## src/rtl/usbd_ep_pkg.sv

```systemverilog
package usbd_ep_pkg;
  localparam int REG_AW   = 4;
  localparam int WORD_W   = 32;
  localparam int TX_BASE  = 16;
  localparam int DEVA_W   = 7;
  localparam int NSTAT    = 3;

  typedef enum logic [REG_AW-1:0] {
    RA_CTRL  = 4'd0,
    RA_STAT  = 4'd1,
    RA_IEN   = 4'd2,
    RA_ADDR  = 4'd3,
    RA_EPEN  = 4'd4,
    RA_SETUP = 4'd5,
    RA_PRIME = 4'd6,
    RA_FLUSH = 4'd7,
    RA_CMPL  = 4'd8
  } reg_addr_e;

  localparam int ST_HS_BIT  = 8;
  localparam int ST_RST_BIT = 9;
endpackage

```

## src/rtl/usbd_w1c_bank.sv

```systemverilog
module usbd_w1c_bank #(
  parameter int W = 16
) (
  input  logic         clk,
  input  logic         rst,
  input  logic         clr_all,
  input  logic [W-1:0] hw_set,
  input  logic         sw_wr,
  input  logic [W-1:0] sw_mask,
  output logic [W-1:0] q
);
  logic [W-1:0] ack;
  assign ack = sw_wr ? sw_mask : '0;

  // hardware set is ORed in after the acknowledge so that it wins
  always_ff @(posedge clk) begin
    if (rst || clr_all) q <= '0;
    else                q <= (q & ~ack) | hw_set;
  end
endmodule

```

## src/rtl/usbd_prime_bank.sv

```systemverilog
module usbd_prime_bank #(
  parameter int W = 32
) (
  input  logic         clk,
  input  logic         rst,
  input  logic         clr_all,
  input  logic         arm_wr,
  input  logic [W-1:0] arm_mask,
  input  logic         flush_wr,
  input  logic [W-1:0] flush_mask,
  input  logic [W-1:0] done,
  output logic [W-1:0] q
);
  logic [W-1:0] arm, drop;
  assign arm  = arm_wr ? arm_mask : '0;
  assign drop = done | (flush_wr ? flush_mask : '0);

  always_ff @(posedge clk) begin
    if (rst || clr_all) q <= '0;
    else                q <= (q & ~drop) | arm;
  end
endmodule

```

## src/rtl/usbd_rd_mux.sv

```systemverilog
module usbd_rd_mux
  import usbd_ep_pkg::*;
#(
  parameter int NUM_EP = 16,
  localparam int DIR_W = 2 * NUM_EP
) (
  input  logic [REG_AW-1:0] addr,
  input  logic              run,
  input  logic              soft_rst,
  input  logic [NSTAT-1:0]  stat,
  input  logic              hs,
  input  logic              rst_act,
  input  logic [NSTAT-1:0]  ien,
  input  logic [DEVA_W-1:0] devaddr,
  input  logic [NUM_EP-1:0] epen,
  input  logic [NUM_EP-1:0] setup,
  input  logic [DIR_W-1:0]  prime,
  input  logic [DIR_W-1:0]  cmpl,
  output logic [WORD_W-1:0] word
);
  function automatic logic [WORD_W-1:0] spread(input logic [DIR_W-1:0] v);
    logic [WORD_W-1:0] r;
    r = '0;
    r[NUM_EP-1:0]         = v[NUM_EP-1:0];
    r[TX_BASE +: NUM_EP]  = v[DIR_W-1:NUM_EP];
    return r;
  endfunction

  always_comb begin
    word = '0;
    case (addr)
      RA_CTRL:  word[1:0] = {soft_rst, run};
      RA_STAT: begin
        word[NSTAT-1:0]  = stat;
        word[ST_HS_BIT]  = hs;
        word[ST_RST_BIT] = rst_act;
      end
      RA_IEN:   word[NSTAT-1:0]  = ien;
      RA_ADDR:  word[DEVA_W-1:0] = devaddr;
      RA_EPEN:  word[NUM_EP-1:0] = epen;
      RA_SETUP: word[NUM_EP-1:0] = setup;
      RA_PRIME: word = spread(prime);
      RA_CMPL:  word = spread(cmpl);
      default:  word = '0;
    endcase
  end
endmodule

```

## src/rtl/usbd_ep_regs.sv

```systemverilog
module usbd_ep_regs
  import usbd_ep_pkg::*;
#(
  parameter int NUM_EP = 16,
  localparam int DIR_W = 2 * NUM_EP
) (
  input  logic              clk,
  input  logic              rst,
  input  logic              reg_wr,
  input  logic              reg_rd,
  input  logic [REG_AW-1:0] reg_addr,
  input  logic [WORD_W-1:0] reg_wdata,
  output logic [WORD_W-1:0] reg_rdata,
  input  logic              bus_reset_det,
  input  logic              port_reset_act,
  input  logic              port_hs,
  input  logic              suspend_det,
  input  logic              port_change_det,
  input  logic [NUM_EP-1:0] setup_rcvd,
  input  logic [DIR_W-1:0]  xfer_done,
  output logic              run_stop,
  output logic              irq
);
  localparam logic [NUM_EP-1:0] EP0_ONLY = NUM_EP'(1);

  logic              soft_rst_q, run_q;
  logic [NSTAT-1:0]  ien_q, stat_q;
  logic [DEVA_W-1:0] addr_q;
  logic [NUM_EP-1:0] epen_q, setup_q;
  logic [DIR_W-1:0]  prime_q, cmpl_q, wdir;
  logic [WORD_W-1:0] rd_word;
  logic              wr_ctrl, wr_stat, wr_ien, wr_addr, wr_epen;
  logic              wr_setup, wr_prime, wr_flush, wr_cmpl;

  assign wr_ctrl  = reg_wr && (reg_addr == RA_CTRL);
  assign wr_stat  = reg_wr && (reg_addr == RA_STAT);
  assign wr_ien   = reg_wr && (reg_addr == RA_IEN);
  assign wr_addr  = reg_wr && (reg_addr == RA_ADDR);
  assign wr_epen  = reg_wr && (reg_addr == RA_EPEN);
  assign wr_setup = reg_wr && (reg_addr == RA_SETUP);
  assign wr_prime = reg_wr && (reg_addr == RA_PRIME);
  assign wr_flush = reg_wr && (reg_addr == RA_FLUSH);
  assign wr_cmpl  = reg_wr && (reg_addr == RA_CMPL);

  // receive bits from the low half, transmit bits from the upper half
  assign wdir = {reg_wdata[TX_BASE +: NUM_EP], reg_wdata[NUM_EP-1:0]};

  always_ff @(posedge clk) begin
    if (rst || soft_rst_q) begin
      run_q      <= 1'b0;
      soft_rst_q <= 1'b0;
      ien_q      <= '0;
      addr_q     <= '0;
      epen_q     <= EP0_ONLY;
    end else begin
      if (wr_ctrl) begin
        run_q      <= reg_wdata[0];
        soft_rst_q <= reg_wdata[1];
      end
      if (wr_ien)  ien_q  <= reg_wdata[NSTAT-1:0];
      if (wr_addr) addr_q <= reg_wdata[DEVA_W-1:0];
      if (wr_epen) epen_q <= reg_wdata[NUM_EP-1:0];
      if (bus_reset_det) begin
        addr_q <= '0;
        epen_q <= (wr_epen ? reg_wdata[NUM_EP-1:0] : epen_q) & EP0_ONLY;
      end
    end
  end

  usbd_w1c_bank #(.W(NSTAT)) u_stat (
    .clk(clk), .rst(rst), .clr_all(soft_rst_q),
    .hw_set({port_change_det, bus_reset_det, suspend_det}),
    .sw_wr(wr_stat), .sw_mask(reg_wdata[NSTAT-1:0]), .q(stat_q)
  );

  usbd_w1c_bank #(.W(NUM_EP)) u_setup (
    .clk(clk), .rst(rst), .clr_all(soft_rst_q),
    .hw_set(setup_rcvd), .sw_wr(wr_setup),
    .sw_mask(reg_wdata[NUM_EP-1:0]), .q(setup_q)
  );

  usbd_w1c_bank #(.W(DIR_W)) u_cmpl (
    .clk(clk), .rst(rst), .clr_all(soft_rst_q),
    .hw_set(xfer_done), .sw_wr(wr_cmpl), .sw_mask(wdir), .q(cmpl_q)
  );

  usbd_prime_bank #(.W(DIR_W)) u_prime (
    .clk(clk), .rst(rst), .clr_all(soft_rst_q || bus_reset_det),
    .arm_wr(wr_prime), .arm_mask(wdir),
    .flush_wr(wr_flush), .flush_mask(wdir),
    .done(xfer_done), .q(prime_q)
  );

  usbd_rd_mux #(.NUM_EP(NUM_EP)) u_mux (
    .addr(reg_addr), .run(run_q), .soft_rst(soft_rst_q),
    .stat(stat_q), .hs(port_hs), .rst_act(port_reset_act),
    .ien(ien_q), .devaddr(addr_q), .epen(epen_q), .setup(setup_q),
    .prime(prime_q), .cmpl(cmpl_q), .word(rd_word)
  );

  always_ff @(posedge clk) begin
    if (rst) begin
      reg_rdata <= '0;
      irq       <= 1'b0;
    end else begin
      if (reg_rd) reg_rdata <= rd_word;
      irq <= soft_rst_q ? 1'b0 : |(stat_q & ien_q);
    end
  end

  assign run_stop = run_q;
endmodule

```

## config.mk

```make
export PLATFORM = sky130hd
export DESIGN_NAME = usbd_ep_regs
export DESIGN_NICKNAME = d
export VERILOG_FILES = /design/src/rtl/usbd_ep_pkg.sv /design/src/rtl/usbd_w1c_bank.sv /design/src/rtl/usbd_prime_bank.sv /design/src/rtl/usbd_rd_mux.sv /design/src/rtl/usbd_ep_regs.sv
export SDC_FILE = /design/constraint.sdc
export NUM_CORES = 1
export LEC_CHECK = 0
export ABC_AREA = 1
export BUFFER_PORTS_ARGS = -buffer_cell sky130_fd_sc_hd__buf_2
export CAP_MARGIN = 40
export CORE_MARGIN = 10
export CORE_UTILIZATION = 50
export DETAILED_ROUTE_END_ITERATION = 10
export PLACE_DENSITY = 0.74
export SLEW_MARGIN = 20
export SYNTH_ARGS = -nofsm -noshare
export SYNTH_HDL_FRONTEND = slang
export SYNTH_SLANG_ARGS = --single-unit
```

## constraint.sdc

```tcl
create_clock -name clk -period 2.3 [get_ports clk]
set_input_delay 0 -clock clk [delete_from_list [all_inputs] [get_ports clk]]
set_output_delay 0 -clock clk [all_outputs]
set_load 0.02 [all_outputs]
```

# == Yosys cells after proc, flatten, opt, wreduce, memory -nomap -nowiden ==
# Cells that the tools add are included.
# word_totals
input_bits,93
register_bits,144
out_inout_bits,34
# op_classes
n_eq_ne,8
n_bitwise,14
n_reduce_logical,16
mux,13
# op_table
operator,count
32-bit two-way mux,3
32-bit bitwise OR,3
32-bit bitwise AND,2
32-bit NOT,2
16-bit one-hot mux with 2 select lines,1
6-bit one-hot mux with 4 select lines,1
4-bit one-hot mux with 5 select lines,1
16-bit bitwise AND,1
"4-bit by 3-bit == test with 1-bit output, second input constant",4
16-bit two-way mux,1
16-bit NOT,1
16-bit bitwise OR,1
2-bit one-hot mux with 8 select lines,1
2-bit one-hot mux with 5 select lines,1
1-bit logical AND,9
"4-bit by 2-bit == test with 1-bit output, second input constant",2
1-bit one-hot mux with 7 select lines,1
3-bit bitwise AND,2
"4-bit by 1-bit == test with 1-bit output, second input constant",1
"4-bit == test, second input constant",1
4-bit zero test,1
1-bit one-hot mux with 4 select lines,1
2-bit OR reduction,2
1-bit logical OR,3
other kinds (5),5

# == Longest topological paths before layout ==
# depth
ltp_word,7
ltp_mapped,9

# == Hierarchy ==
# From an unflattened synthesis, not the netlist that was laid out.
# unflattened
cells_unflattened,1035
hier_area_um2,7103.1
# modules_own_cells
mod,seq_area_each_um2,n_inst,area_each_um2,cells_each
usbd_ep_regs,1221.2,1,2436.1,342
usbd_prime_bank,640.6,1,1515.2,203
usbd_w1c_bank (u_cmpl),640.6,1,1340.0,168
usbd_rd_mux,0.0,1,1031.0,221
usbd_w1c_bank (u_setup),320.3,1,665.6,85
usbd_w1c_bank (u_stat),60.1,1,115.1,16

# == Worst setup path after synthesis ==
# No wires, ideal clock.
# synth_timing
path_kind,register -> register
start,register soft_rst_q
end,register addr_q[0]
setup_slack_ns,1.046
required_time_ns,2.230
arrival_ns,1.184
stages_incl_launch_ff,7
setup_time_ns,0.070
path_cell_list,dfxtp_1 -> nor2_2 -> inv_2 -> nor2_1 -> clkbuf_1 -> o21ai_0 -> a21oi_1
# synth_via
elab_chain_cells,2
# synth_lines
element,line,text
start: declaration,usbd_ep_regs.sv:26,"logic soft_rst_q, run_q;"
start signal: assignment,usbd_ep_regs.sv:58,soft_rst_q <= reg_wdata[1];
1-bit logical OR,usbd_ep_regs.sv:49,if (rst || soft_rst_q) begin
2-bit OR reduction (no line),--,
end signal: assignment,usbd_ep_regs.sv:61,if (wr_addr) addr_q <= reg_wdata[DEVA_W-1:0];
end: declaration,usbd_ep_regs.sv:28,logic [DEVA_W-1:0] addr_q;
# No other way between the ends.
# A chain may end at the register's enable or synchronous reset.

# == Worst setup path in the final report ==
# layout_timing
start,input reg_wr
end,register u_setup.q[7]
# layout_via
elab_chain_cells,5
# layout_lines
element,line,text
start: declaration,usbd_ep_regs.sv:9,"input logic reg_wr,"
1-bit logical AND,usbd_ep_regs.sv:40,assign wr_setup = reg_wr && (reg_addr == RA_SETUP);
16-bit two-way mux,usbd_w1c_bank.sv:13,assign ack = sw_wr ? sw_mask : '0;
16-bit NOT,usbd_w1c_bank.sv:18,else q <= (q & ~ack) | hw_set;
16-bit bitwise AND,usbd_w1c_bank.sv:18,
16-bit bitwise OR,usbd_w1c_bank.sv:18,
end signal: assignment,usbd_w1c_bank.sv:18,
end: declaration,usbd_w1c_bank.sv:10,output logic [W-1:0] q
# No other way between the ends.

==> flow_summary.json <==
{
  "dp_cells": 1117,
  "syn_area_um2": 6242,
  "num_vias": 6766,
  "final_cells": 1261,
  "postCtsSetupRepairBufs": 0,
  "final-hold-violation-count": 0,
  "hold_buffers": 111,
  "synth_top_area_cell": "dfxtp_1",
  "ir_worst_vdd_mv": 0.4228,
  "yosysUniqueCellTypes": 25,
  "grt_setup_unrepaired": "false",
  "final_max_slew_viol_count": 0,
  "drt_iter0_markers": 777,
  "routedWlPerCell_um": 16.46,
  "firstDrtPassIters": 5,
  "crit_type": "in -> reg",
  "cts_tree": "yes",
  "dieArea_um2": 17350,
  "slew_headroom_pct": 46.79,
  "tns_ns": 0,
  "antenna_found_initial": 0,
  "synth_edf_count": 0,
  "die_w_um": 131.7,
  "yosysTopAreaCellShare_pct": 46.18,
  "cts_inserted_buffers": 17,
  "clockBufferDepth": 2,
  "synth_flop_cell": "dfxtp_1",
  "worst_slew_pin_slew_ns": 0.7970,
  "avgViaCountPerCell": 5.366,
  "synth.top_cells.by_area": "dfxtp_1, nand3_1, a21oi_1",
  "setup_violations": 0,
  "place_congestion": 0.8203,
  "cts_max_level": 4,
  "die_y_um": 131.7,
  "path_buf_inv": 3,
  "seq_area_frac_synth_pct": 46.18,
  "grt_pass1_vias": 6764,
  "powerDensity_nw_per_um2": 695.3,
  "critPathSlowestCell": "dlygate4sd3_1",
  "crit_family": "buffers and inverters",
  "cts_resized": 0,
  "holdCritPathClass": "in -> reg",
  "fillers": 966,
  "worst_skew_pair.late_latency_ns": 0.43,
  "cap_viol_max_count": 0,
  "design_area_um2": 8683,
  "synth_commonest_cells": "nand3_1, dfxtp_1, nand2_1",
  "grt-ovfl-total": 0,
  "crit_required_ns": 2.61,
  "placed_area_um2": 6974,
  "status": "completed",
  "crit_arrival_ns": 2.38,
  "synthCells": 861,
  "async_flop_share_pct": 0,
  "cp_slowest_stage_delay_ns": 0.59,
  "crit_top_cell": "dlygate4sd3_1",
  "clk_pin_slew_ns": 0.06,
  "synth_nets": 954,
  "path_depth": 6,
  "grt_max_degree": 53,
  "crit_path_start": "reg_wr",
  "grt_pass1_wl_um": 33960,
  "yosys.cell_count.top_type": "nand3_1",
  "endpoint_kind": "register",
  "reg2reg_slack_ns": 0.31,
  "finalCriticalPeriod_ns": 2.068,
  "port-buffer-count": 126,
  "initial_core_util_pct": 51.54,
  "ys_warn_count": 0,
  "ioPinCount": 127,
  "rows": 40,
  "core_um2": 12110,
  "dp_hpwl_um": 12150,
  "post-route-period-util_pct": 89.93,
  "drc_errors": 0,
  "crit_fanout": 16,
  "final_antenna_net_count": 0,
  "fin_total_pwr_mw": 6.038,
  "reg2reg_to": "u_prime.q[28]",
  "num_antenna_cells": 0,
  "synth_seq_cells": 144,
  "hold_ws_ns": 0.06881,
  "path_cells": "dlygate4sd3_1 > buf_2 > nand3_1 > o21ai_0 > a21oi_1 > dlygate4sd3_1",
  "worstSetupStartpointType": "primary input",
  "leakage_nw": 3.926,
  "layout-drive-gt1-share_pct": 17.57,
  "r2r-start": "soft_rst_q",
  "max_freq_ghz": 0.4835,
  "root_buffer": "clkbuf_16",
  "avgSynthCellArea_um2": 7.250,
  "setup_ws_ns": 0.2316,
  "final_nets": 1173,
  "crit_end": "u_setup.q[7]",
  "clock_skew_ns": 0.008426,
  "fin_util_pct": 71.69,
  "grt_usage_pct": 23.68,
  "routed_wl_um": 20750,
  "clock_sinks": 144,
  "pre_cts_ws_ns": 0.7721,
  "syn2layout_area_growth_pct": 39.11,
  "r2r_cells": 6
}
## worst min-delay path by stage
stage                              start       endpoint  cells after the start
after CTS                         reg_rd  reg_rdata[13]                      3
after floorplan            setup_rcvd[0]   u_setup.q[0]                      2
after detailed placement   setup_rcvd[6]   u_setup.q[6]                      3
final                             reg_rd  reg_rdata[13]                      3
after global placement    setup_rcvd[12]  u_setup.q[12]                      3
after global routing              reg_rd  reg_rdata[14]                      3
## layout by cell type (no fill, tap or decap), drive strengths merged
master / count
nor2: 25
buf: 141
bufinv: 2
nand4: 8
a211oi: 2
a21oi: 117
dfxtp: 144
dlygate4sd3: 111
nor4: 1
clkinvlp: 3
o211ai: 17
nand2: 132
a31oi: 4
nor3: 4
nand3: 146
o21ai: 86
clkinv: 8
clkbuf: 21
inv: 121
## where the power goes
group          switching [mW]  leakage, nW  total (mW)  internal (mW)
logic                   0.394         2.46       0.683          0.290
clock network            1.05        0.284        2.72           1.67
registers              0.0456         1.18        2.64           2.59
## cells by family (layout without fill, tap and decap cells)
kind of cell    Yosys count  count (layout)  synth area share [%]
simple gates            316             316                 23.39
buf+inv                 175             407                 11.30
compound gates          226             226                 19.12
flops                   144             144                 46.18
## cell type report
| cell class | instances | area, um2 | share of cell area, % |
|---|---|---|---|
| Sequential cell | 144 | 2883 | 33.20 |
| Multi-Input combinational cell | 542 | 2659 | 30.62 |
| Timing Repair Buffer | 252 | 1887 | 21.73 |
| Clock buffer | 21 | 470.5 | 5.418 |
| Inverter | 123 | 461.7 | 5.317 |
| Tap cell | 168 | 210.2 | 2.421 |
| Clock inverter | 11 | 112.6 | 1.297 |
## worst reg2reg max path: stages, from the launching register on
cell	delay (ns)
dfxtp_1	0.32
nor2_2	0.26
inv_2	0.06
nor2_1	0.15
inv_2	0.33
a21oi_1	0.24
dlygate4sd3_1	0.58
## per-layer routing
| metal | part of all wire (%) | GRT usage [%] |
|---|---|---|
| met5 | 0 | 0 |
| met4 | 2.1 | 9.147 |
| met3 | 7.8 | 5.107 |
| met2 | 50 | 41.11 |
| met1 | 41 | 27.82 |
## sequential cells by signal, indices dropped and copies added (netlist names), 3 cells and up
name / count
addr_q: 7
epen_q: 16
ien_q: 3
reg_rdata: 32
u_cmpl.q: 32
u_prime.q: 32
u_setup.q: 16
u_stat.q: 3
(Power assumes the default switching activity.)
